<file path="src/rtl/syn_pkg.sv">
package syn_pkg;
  localparam int CNT_W   = 16;
  localparam int BIT_SEL = 5;

  // Advance one position and fold back to zero through a mask, not a branch.
  function automatic logic [CNT_W-1:0] wrap_step(input logic [CNT_W-1:0] cur,
                                                 input logic [CNT_W-1:0] lim);
    logic [CNT_W-1:0] inc;
    logic [CNT_W-1:0] keep;
    inc  = cur + 1'b1;
    keep = {CNT_W{inc < lim}};
    return inc & keep;
  endfunction

  // Word/bit split of a counter into a flat syndrome bit index.
  function automatic int unsigned flat_index(input logic [CNT_W-1:0] c);
    int unsigned word;
    int unsigned bsel;
    word = int'(c[CNT_W-1:BIT_SEL]);
    bsel = int'(c[BIT_SEL-1:0]);
    return word * 32 + bsel;
  endfunction
endpackage

</file>
<file path="src/rtl/syn_ctr_bank.sv">
module syn_ctr_bank
  import syn_pkg::*;
#(
  parameter int R     = 67,
  parameter int NCNT  = 5,
  parameter int IDX_W = 3
) (
  input  logic                  clk,
  input  logic                  rst_n,
  input  logic                  ld_we,
  input  logic [IDX_W-1:0]      ld_idx,
  input  logic [CNT_W-1:0]      ld_pos,
  input  logic                  adv,
  output logic [NCNT*CNT_W-1:0] cnt_flat,
  output logic [NCNT-1:0]       wrap_ev
);
  localparam logic [CNT_W-1:0] LIM = CNT_W'(R);

  for (genvar k = 0; k < NCNT; k++) begin : g_cnt
    logic [CNT_W-1:0] c_q;
    logic [CNT_W-1:0] c_nxt;
    logic             sel;

    assign c_nxt      = wrap_step(c_q, LIM);
    assign sel        = ld_we && (ld_idx == IDX_W'(k));
    assign wrap_ev[k] = adv && (c_nxt == '0);
    assign cnt_flat[k*CNT_W +: CNT_W] = c_q;

    always_ff @(posedge clk or negedge rst_n) begin
      if (!rst_n)   c_q <= '0;
      else if (sel) c_q <= ld_pos;
      else if (adv) c_q <= c_nxt;
    end
  end
endmodule

</file>
<file path="src/rtl/syn_toggle_gen.sv">
module syn_toggle_gen
  import syn_pkg::*;
#(
  parameter int R    = 67,
  parameter int NCNT = 5
) (
  input  logic [NCNT*CNT_W-1:0] cnt_flat,
  input  logic                  bit_en,
  output logic [R-1:0]          tmask
);
  // Every counter is decoded every step; bit_en only gates the result.
  always_comb begin
    tmask = '0;
    for (int k = 0; k < NCNT; k++) begin
      for (int b = 0; b < R; b++) begin
        if (bit_en && (flat_index(cnt_flat[k*CNT_W +: CNT_W]) == b))
          tmask[b] = ~tmask[b];
      end
    end
  end
endmodule

</file>
<file path="src/rtl/syn_seq.sv">
module syn_seq #(
  parameter int R = 67
) (
  input  logic clk,
  input  logic rst_n,
  input  logic start,
  output logic busy,
  output logic done,
  output logic accept,
  output logic adv,
  output logic last
);
  localparam int POS_W = (R > 1) ? $clog2(R) : 1;

  logic [POS_W-1:0] pos_q;
  logic             busy_q;
  logic             done_q;

  assign accept = start && !busy_q;
  assign adv    = busy_q;
  assign last   = busy_q && (pos_q == POS_W'(R-1));
  assign busy   = busy_q;
  assign done   = done_q;

  always_ff @(posedge clk or negedge rst_n) begin
    if (!rst_n) begin
      busy_q <= 1'b0;
      done_q <= 1'b0;
      pos_q  <= '0;
    end else if (accept) begin
      busy_q <= 1'b1;
      done_q <= 1'b0;
      pos_q  <= '0;
    end else if (busy_q) begin
      pos_q <= pos_q + 1'b1;
      if (last) begin
        busy_q <= 1'b0;
        done_q <= 1'b1;
      end
    end
  end
endmodule

</file>
<file path="src/rtl/syndrome_rot_engine.sv">
module syndrome_rot_engine
  import syn_pkg::*;
#(
  parameter int R      = 67,
  parameter int W_HALF = 5,
  parameter int IDX_W  = (W_HALF > 1) ? $clog2(W_HALF) : 1
) (
  input  logic             clk,
  input  logic             rst_n,
  input  logic             ld_en,
  input  logic             ld_blk,
  input  logic [IDX_W-1:0] ld_idx,
  input  logic [CNT_W-1:0] ld_pos,
  input  logic [R-1:0]     ct_lo,
  input  logic [R-1:0]     ct_hi,
  input  logic             start,
  output logic             busy,
  output logic             done,
  output logic [R-1:0]     syndrome
);
  localparam int NBLK  = 2;
  localparam int BANKW = W_HALF * CNT_W;

  logic accept, adv, last;
  logic [R-1:0]           synd_q;
  logic [NBLK*BANKW-1:0]  cnt_all;   // named for the checker
  logic [NBLK*W_HALF-1:0] wrap_all;  // per-counter wrap events
  logic [NBLK*R-1:0]      tm_all;
  logic [NBLK-1:0]        bit_now;

  syn_seq #(.R(R)) u_seq (
    .clk(clk), .rst_n(rst_n), .start(start),
    .busy(busy), .done(done), .accept(accept), .adv(adv), .last(last)
  );

  for (genvar b = 0; b < NBLK; b++) begin : g_blk
    logic [R-1:0] ct_sh;
    logic         we;

    assign we         = ld_en && !busy && (ld_blk == 1'(b));
    assign bit_now[b] = ct_sh[0];

    always_ff @(posedge clk or negedge rst_n) begin
      if (!rst_n)      ct_sh <= '0;
      else if (accept) ct_sh <= (b == 0) ? ct_lo : ct_hi;
      else if (adv)    ct_sh <= ct_sh >> 1;
    end

    syn_ctr_bank #(.R(R), .NCNT(W_HALF), .IDX_W(IDX_W)) u_bank (
      .clk(clk), .rst_n(rst_n), .ld_we(we), .ld_idx(ld_idx), .ld_pos(ld_pos),
      .adv(adv),
      .cnt_flat(cnt_all[b*BANKW +: BANKW]),
      .wrap_ev(wrap_all[b*W_HALF +: W_HALF])
    );

    syn_toggle_gen #(.R(R), .NCNT(W_HALF)) u_tog (
      .cnt_flat(cnt_all[b*BANKW +: BANKW]),
      .bit_en(bit_now[b]),
      .tmask(tm_all[b*R +: R])
    );
  end

  always_ff @(posedge clk or negedge rst_n) begin
    if (!rst_n)      synd_q <= '0;
    else if (accept) synd_q <= '0;
    else if (adv)    synd_q <= synd_q ^ tm_all[0 +: R] ^ tm_all[R +: R];
  end

  assign syndrome = synd_q;
endmodule

</file>
<file path="config.mk">
export PLATFORM = sky130hd
export DESIGN_NAME = syndrome_rot_engine
export DESIGN_NICKNAME = d
export VERILOG_FILES = /design/src/rtl/syn_pkg.sv /design/src/rtl/syn_ctr_bank.sv /design/src/rtl/syn_toggle_gen.sv /design/src/rtl/syn_seq.sv /design/src/rtl/syndrome_rot_engine.sv
export SDC_FILE = /design/constraint.sdc
export NUM_CORES = 2
export LEC_CHECK = 0
export ABC_AREA = 0
export ABC_CLOCK_PERIOD_IN_PS = 6290
export BUFFER_PORTS_ARGS = -buffer_cell sky130_fd_sc_hd__buf_4
export CAP_MARGIN = 20
export CORE_MARGIN = 1.5
export CORE_UTILIZATION = 45
export DETAILED_ROUTE_END_ITERATION = 7
export MAX_ROUTING_LAYER = met4
export PLACE_DENSITY = 0.63
export SLEW_MARGIN = 20
export SYNTH_ARGS = -nofsm -noshare
export SYNTH_HDL_FRONTEND = slang
export SYNTH_SLANG_ARGS = --single-unit
</file>
<file path="constraint.sdc">
create_clock -name clk -period 6.29 [get_ports clk]
set_clock_uncertainty 0.05 [all_clocks]
set_input_delay 0.3145 -clock clk [delete_from_list [all_inputs] [get_ports clk]]
set_output_delay 0.3145 -clock clk [all_outputs]
set_load 0.005 [all_outputs]
</file>
Yosys cells after proc, flatten, opt, wreduce, memory -nomap -nowiden --
Cells that the tools add are included.
Cells by class: magnitude comparators 10, reductions and logical operators 710, eq/ne operators 665, shifts and indexed selects 0, multiplexer cells 704, add/subtract/negate cells 21, bitwise operators 549, multipliers 0, divide/modulo/power cells 0
Operators by type and width (count):
- $eq 32x6->1 const B | 320
- $eq 32x5->1 const B | 160
- $eq 32x4->1 const B | 68
- $eq 32x3->1 const B | 32
- $eq 32x7->1 const B | 30
- $logic_and 1x1->1 | 685
- $mux 1 | 676
- $not 1->1 | 537
- $eq 32x2->1 const B | 16
- $mux 67 | 6
- $logic_not 32->1 | 10
- $mux 16 | 20
- $eq 32x1->1 const B | 8
- $eq 17x4->1 const B | 12
- $add 16x5->17 | 10
- $add 16x1->16 const B | 10
- $and 16x16->16 | 10
- $lt 16x7->1 const B | 10
- $eq 17x3->1 const B | 8
- $xor 67x67->67 | 2
- $eq 17x2->1 const B | 4
- $eq 17x1->1 const B | 2
- $reduce_bool 2->1 | 12
- $mux 7 | 2
- 8 further kinds | 9
Word-level totals: logic and storage cells 2675, memory bits (read-only) 0, latch bits 0, bits in registers 370, output and inout port bits 69, memories 0, RAM bits 0, input bits 158

Depth between registers and ports, before layout --
depth in word-level cells 16, gate-level depth with buffers 11, gate-level depth less buffers 10

Cells and area by module --
From an unflattened synthesis, not the netlist that was laid out.
Second synthesis, totals: cells, all modules 4131, area, all modules 33031.7 µm²
Modules (own cells, without submodules):
- syn_toggle_gen | seq. area each 0.0 µm², area an instance 5851.9 µm², cells an instance 853, times used 2
- syndrome_rot_engine | seq. area each 5029.8 µm², area an instance 10213.5 µm², cells an instance 1014, times used 1
- syn_ctr_bank (g_blk[0].u_bank) | seq. area each 2001.9 µm², area an instance 5356.4 µm², cells an instance 694, times used 1
- syn_ctr_bank (g_blk[1].u_bank) | seq. area each 2001.9 µm², area an instance 5307.6 µm², cells an instance 676, times used 1
- syn_seq | seq. area each 225.2 µm², area an instance 450.4 µm², cells an instance 41, times used 1

Least setup slack after synthesis --
OpenSTA, ideal clock, no wires.
kind register to register, from register g_blk[0].u_bank.g_cnt[1].c_q[9], to register synd_q[7] (netlist: syndrome[7]), cell stages (with the launch flop) 10, arrival time 2792 ps, clock period less this slack 2918 ps, buffers on the path 1, setup time 76 ps, slack 3372 ps, data required time 6164 ps, cell sequence dfrtp_1 clkbuf_1 nor4_2 nand3_1 or4b_2 xor2_1 xnor3_1 nand2_1 xnor3_1 o21ai_1
On the way: longest elaborated chain between the ends 14
RTL lines:
- start, declared | RTL line syn_ctr_bank.sv:20 | logic [CNT_W-1:0] c_q;
- start signal, assigned | RTL line syn_ctr_bank.sv:31 | else if (sel) c_q <= ld_pos;
- start signal, assigned | RTL line syn_ctr_bank.sv:32 | else if (adv) c_q <= c_nxt;
- $add 16x5->17 * | RTL line syn_pkg.sv:21 | return word * 32 + bsel;
- $eq 32x3->1 * | RTL line syn_toggle_gen.sv:16 | if (bit_en && (flat_index(cnt_flat[k*CNT_W +: CNT_W]) == b))
- $logic_and 1x1->1 * | RTL line syn_toggle_gen.sv:16
- $mux 1 * | RTL line syn_toggle_gen.sv:16
- $not 1->1 | RTL line syn_toggle_gen.sv:17 | tmask[b] = ~tmask[b];
- $mux 1 * | RTL line syn_toggle_gen.sv:16
- $not 1->1 | RTL line syn_toggle_gen.sv:17
- $mux 1 * | RTL line syn_toggle_gen.sv:16
- $not 1->1 | RTL line syn_toggle_gen.sv:17
- $mux 1 * | RTL line syn_toggle_gen.sv:16
- $xor 67x67->67 * (2 in series) | RTL line syndrome_rot_engine.sv:66 | else if (adv) synd_q <= synd_q ^ tm_all[0 +: R] ^ tm_all[R +: R];
- $mux 67 * | RTL line syndrome_rot_engine.sv:66
- $mux 67 * | RTL line syndrome_rot_engine.sv:65 | else if (accept) synd_q <= '0;
- end signal, assigned | RTL line syndrome_rot_engine.sv:66
- end, declared | RTL line syndrome_rot_engine.sv:25 | logic [R-1:0] synd_q;
Every way passes the cells marked *; elsewhere a longest branch is shown, timed or not. The select of a mux whose other input is x is not followed. A chain may end at the register's enable or synchronous reset.

Worst setup path in the final report --
from register g_blk[0].u_bank.g_cnt[4].c_q[13], to register synd_q[50] (netlist: syndrome[50])
On the way: longest elaborated chain between the ends 8
RTL lines (RTL line):
- start, declared | syn_ctr_bank.sv:20
- start signal, assigned | syn_ctr_bank.sv:31
- start signal, assigned | syn_ctr_bank.sv:32
- $add 16x5->17 | syn_pkg.sv:21
- $eq 32x6->1 | syn_toggle_gen.sv:16
- $logic_and 1x1->1 | syn_toggle_gen.sv:16
- $mux 1 | syn_toggle_gen.sv:16
- $xor 67x67->67 (2 in series) | syndrome_rot_engine.sv:66
- $mux 67 | syndrome_rot_engine.sv:66
- $mux 67 | syndrome_rot_engine.sv:65
No other way between the ends. The select of a mux whose other input is x is not followed.

==> impl_metrics.env <==
export IMPL_numPortBuffers=226
export IMPL_root_buffer="clkbuf_16"
export IMPL_hp_start="ld_pos[8]"
export IMPL_die_h_um=274
export IMPL_syn_to_final_growth_pct=15.5
export IMPL_grt_pass1_wl_mm=199
export IMPL_ioPinCount=227
export IMPL_crit_fanout=16
export IMPL_dr_pass1_iters=6
export IMPL_fin_tns_setup_ns=0
export IMPL_hold_slack_ns=0.0592
export IMPL_hold_path_end="g_blk[1].u_bank.g_cnt[1].c_q[8]$_DFFE_PN0P_"
export IMPL_clk_pin_slew_ns=0.06
export IMPL_period_share=0.609
export IMPL_powerDensity_nw_per_um2=394
export IMPL_grt_max_degree=113
export IMPL_die_w_um=274
export IMPL_cts_tree="built"
export IMPL_row_count=99
export IMPL_synth_largest_area_cell="dfrtp_1"
export IMPL_synth_area_top_cells="dfrtp_1 (28%), xnor3_1 (8.6%), nand2_1 (8.0%), xnor2_1 (6.6%), o21ai_0 (4.9%)"
export IMPL_start_util=0.454
export IMPL_grt_pass1_vias=29700
export IMPL_drc=0
export IMPL_hold_path_class="input port to flip-flop"
export IMPL_finalHoldViolCount=0
export IMPL_antenna_left=0
export IMPL_worst_setup_path_end_kind="flip-flop"
export IMPL_vias=32100
export IMPL_crit_type="flip-flop to flip-flop"
export IMPL_fmax_mhz=261
export IMPL_slew_headroom=0.248
export IMPL_drv_cap=0
export IMPL_hpwl_mm=99.1
export IMPL_synth_warning_count=0
export IMPL_worstReg2RegEnd="syndrome[50]$_DFFE_PN0P_"
export IMPL_cp_startpoint="g_blk[0].u_bank.g_cnt[4].c_q[13]$_DFFE_PN0P_"
export IMPL_regToRegStartpoint="g_blk[0].u_bank.g_cnt[4].c_q[13]$_DFFE_PN0P_"
export IMPL_die_area_sq_um=74900
export IMPL_p_leak_nw=16.3
export IMPL_synth_cells=4049
export IMPL_synth_fp_nets=4249
export IMPL_syn_avg_cell_area_sq_um=8.14
export IMPL_vias_per_cell=6.20
export IMPL_cts_sinks=370
export IMPL_rrSetupSlack_ns=2.46
export IMPL_synth_cell_types=82
export IMPL_gr_total_overflow=0
export IMPL_postCtsResizedCells=0
export IMPL_reg2reg_depth=8
export IMPL_drive_gt1_frac=0.103
export IMPL_avgRoutedWirePerCell_um=26.2
export IMPL_cts_setup_buffers=0
export IMPL_slew_violations=0
export IMPL_synth_seq_cells=370
export IMPL_required_ns=6.78
export IMPL_max_vdd_ir_drop_mv=0.233
export IMPL_multi_input_comb_area_sq_um=22300
export IMPL_fillers=6895
export IMPL_rsz0062_at_grt="no"
export IMPL_arrival_ns=4.33
export IMPL_synth_top_area_share=0.281
export IMPL_wl_mm=136
export IMPL_status="completed"
export IMPL_seqCellArea_sq_um=9270
export IMPL_clk_path_buf_depth=3
export IMPL_grt_total_usage=0.366
export IMPL_synth_area_sq_um=33000
export IMPL_fin_crit_ns=3.83
export IMPL_htree_levels=2
export IMPL_tightestPinTransition_ns=1.12
export IMPL_numCtsBuffers=46
export IMPL_setup_worst_path_start_class="flip-flop"
export IMPL_final_nets=4385
export IMPL_coreArea_sq_um=72700
export IMPL_antennaDiodeCount=0
export IMPL_setup_violations=0
export IMPL_yosysSeqAreaShare=0.281
export IMPL_drt_iter0_markers=4407
export IMPL_synthArstFlopShare=1.00
export IMPL_synth_ff_type="dfrtp_1"
export IMPL_place_congestion=1.12
export IMPL_antenna_found_initial=2
export IMPL_hold_path_cell_count=3
export IMPL_synth_edff_count=0
export IMPL_worstSkewPairLatency_ns=0.62
## critical path: stages, from the launching register on
cell and delay [ns]:
dfrtp_1 0.44, nor4_1 0.73, nand4_1 1.01, nor2_1 0.39
xnor2_1 0.16, xnor3_1 0.52, nand2_1 0.14, xnor3_1 0.22
o21ai_1 0.12
## cell usage after synthesis (all sizes together), types with 10 or more instances
master  count
xor2      134
ha         42
or3        18
and2       26
a221o      23
nor4       63
clkbuf    270
a311oi     12
nor2b      35
dfrtp     370
and3b      18
or4        21
xor3       19
nand4     173
nand2     699
nor2      366
or3b       12
o2111a     10
nand2b     19
and3       60
xnor2     248
nand3     208
o31ai      20
o311ai     17
a22o       21
or2        15
xnor3     126
inv        53
nor3b      44
nor3      115
buf        64
o22ai      23
a211oi     17
mux2i     153
o21ai     336
and4       18
a21oi      52
nor4b      23
nand3b     10
## layout by cell type (no fill, tap or decap), types with 19 or more instances in the layout
| master | netlist | routed |
|---|---|---|
| nand2b_1 | 19 | 19 |
| nor3b_1 | 44 | 43 |
| inv_1 | 53 | 52 |
| buf_4 | 0 | 283 |
| xnor3_1 | 126 | 126 |
| clkbuf_16 | 0 | 47 |
| dlygate4sd3_1 | 0 | 135 |
| a22o_1 | 21 | 21 |
| nor4b_1 | 21 | 19 |
| a21oi_1 | 52 | 52 |
| ha_1 | 42 | 42 |
| and2_1 | 21 | 21 |
| nor2_1 | 364 | 363 |
| nor2b_1 | 35 | 35 |
| xor3_1 | 19 | 19 |
| nand3_1 | 208 | 208 |
| xor2_1 | 134 | 134 |
| nor3_1 | 115 | 113 |
| nor4_1 | 48 | 43 |
| dfrtp_1 | 370 | 367 |
| o22ai_1 | 23 | 23 |
| o21ai_0 | 326 | 326 |
| nand2_1 | 699 | 699 |
| xnor2_1 | 247 | 247 |
| mux2i_1 | 153 | 153 |
| a221o_1 | 23 | 23 |
| nand4_1 | 173 | 173 |
| o31ai_1 | 20 | 20 |
| and3_1 | 60 | 59 |
## power breakdown
| part | total (mW) | leakage [nW] | internal, mW | switching, mW |
|---|---|---|---|---|
| combinational | 7.84 | 10.7 | 3.18 | 4.65 |
| clock | 2.79 | 0.761 | 1.61 | 1.18 |
| sequential | 4.39 | 4.82 | 3.15 | 1.24 |
## worst max path at each step
stage | to | slack [ns] | depth (start not counted)
after floorplan | syndrome[7]$_DFFE_PN0P_ | 3.37 | 9
after detailed placement | syndrome[47]$_DFFE_PN0P_ | 2.59 | 9
final | syndrome[50]$_DFFE_PN0P_ | 2.46 | 8
after CTS | syndrome[47]$_DFFE_PN0P_ | 2.58 | 9
after global placement | syndrome[6]$_DFFE_PN0P_ | 2.61 | 10
after global routing | syndrome[47]$_DFFE_PN0P_ | 2.24 | 9
## flip-flops by register name (all words and copies together), names as in the netlist
register	cells
g_blk.u_bank.g_cnt.c_q	160
g_blk.ct_sh	134
syndrome	67
u_seq.pos_q	7
u_seq.adv	1
u_seq.done	1
## through the flow
| step | cells | power [mW] | instance area, sq um | util | setup WS [ns] |
|---|---|---|---|---|---|
| 4_1_cts | 5178 | 14.8 | 38100 | 0.524 | 2.58 |
| 3_5_place_dp | 4961 | 11.8 | 35200 | 0.484 | 2.59 |
| 2_1_floorplan | 4049 | 9.07 | 33000 | - | 3.37 |
| 6_report | 5178 | 15.0 | 38100 | 0.524 | 2.46 |
| 5_1_grt | 5178 | 15.7 | 38100 | 0.524 | 2.24 |
| 3_3_place_gp | 4961 | 11.8 | 35200 | 0.484 | 2.61 |
## routing by layer
layer / up-vias / wire length [um] / GRT usage
li1: 14600 / - / -
met1: 15500 / 59300 / 0.519
met2: 1821 / 56600 / 0.513
met3: 246 / 15500 / 0.0865
met4: 0 / 4400 / 0.106
met5: - / 0 / -
## area by class of cell
type / count / area share
clock buffer: 63 / 0.0340
clock inverter: 19 / 0.00670
inverter: 54 / 0.00539
multi-input combinational: 3291 / 0.586
sequential: 370 / 0.243
tap: 959 / 0.0315
timing repair buffer: 422 / 0.0931
## kinds of logic (layout without fill, tap and decap cells)
| kind of cell | Yosys count | count (layout) | share of synthesized area |
|---|---|---|---|
| DFF | 370 | 370 | 0.281 |
| AOI/OAI and AO/OA | 603 | 603 | 0.114 |
| and+or+nand+nor | 1960 | 1960 | 0.294 |
| muxes | 159 | 159 | 0.0485 |
| adders and majority gates | 42 | 42 | 0.0159 |
| xor gates and xnor gates | 527 | 527 | 0.201 |
| buffers and inverters | 388 | 558 | 0.0457 |
## repair_timing
action,in CTS,in global routing
endpoints found under the hold margin,228,0
hold buffers,135,0
endpoints found under the setup margin,0,0
Note: power is estimated with default switching activity, not from simulation.
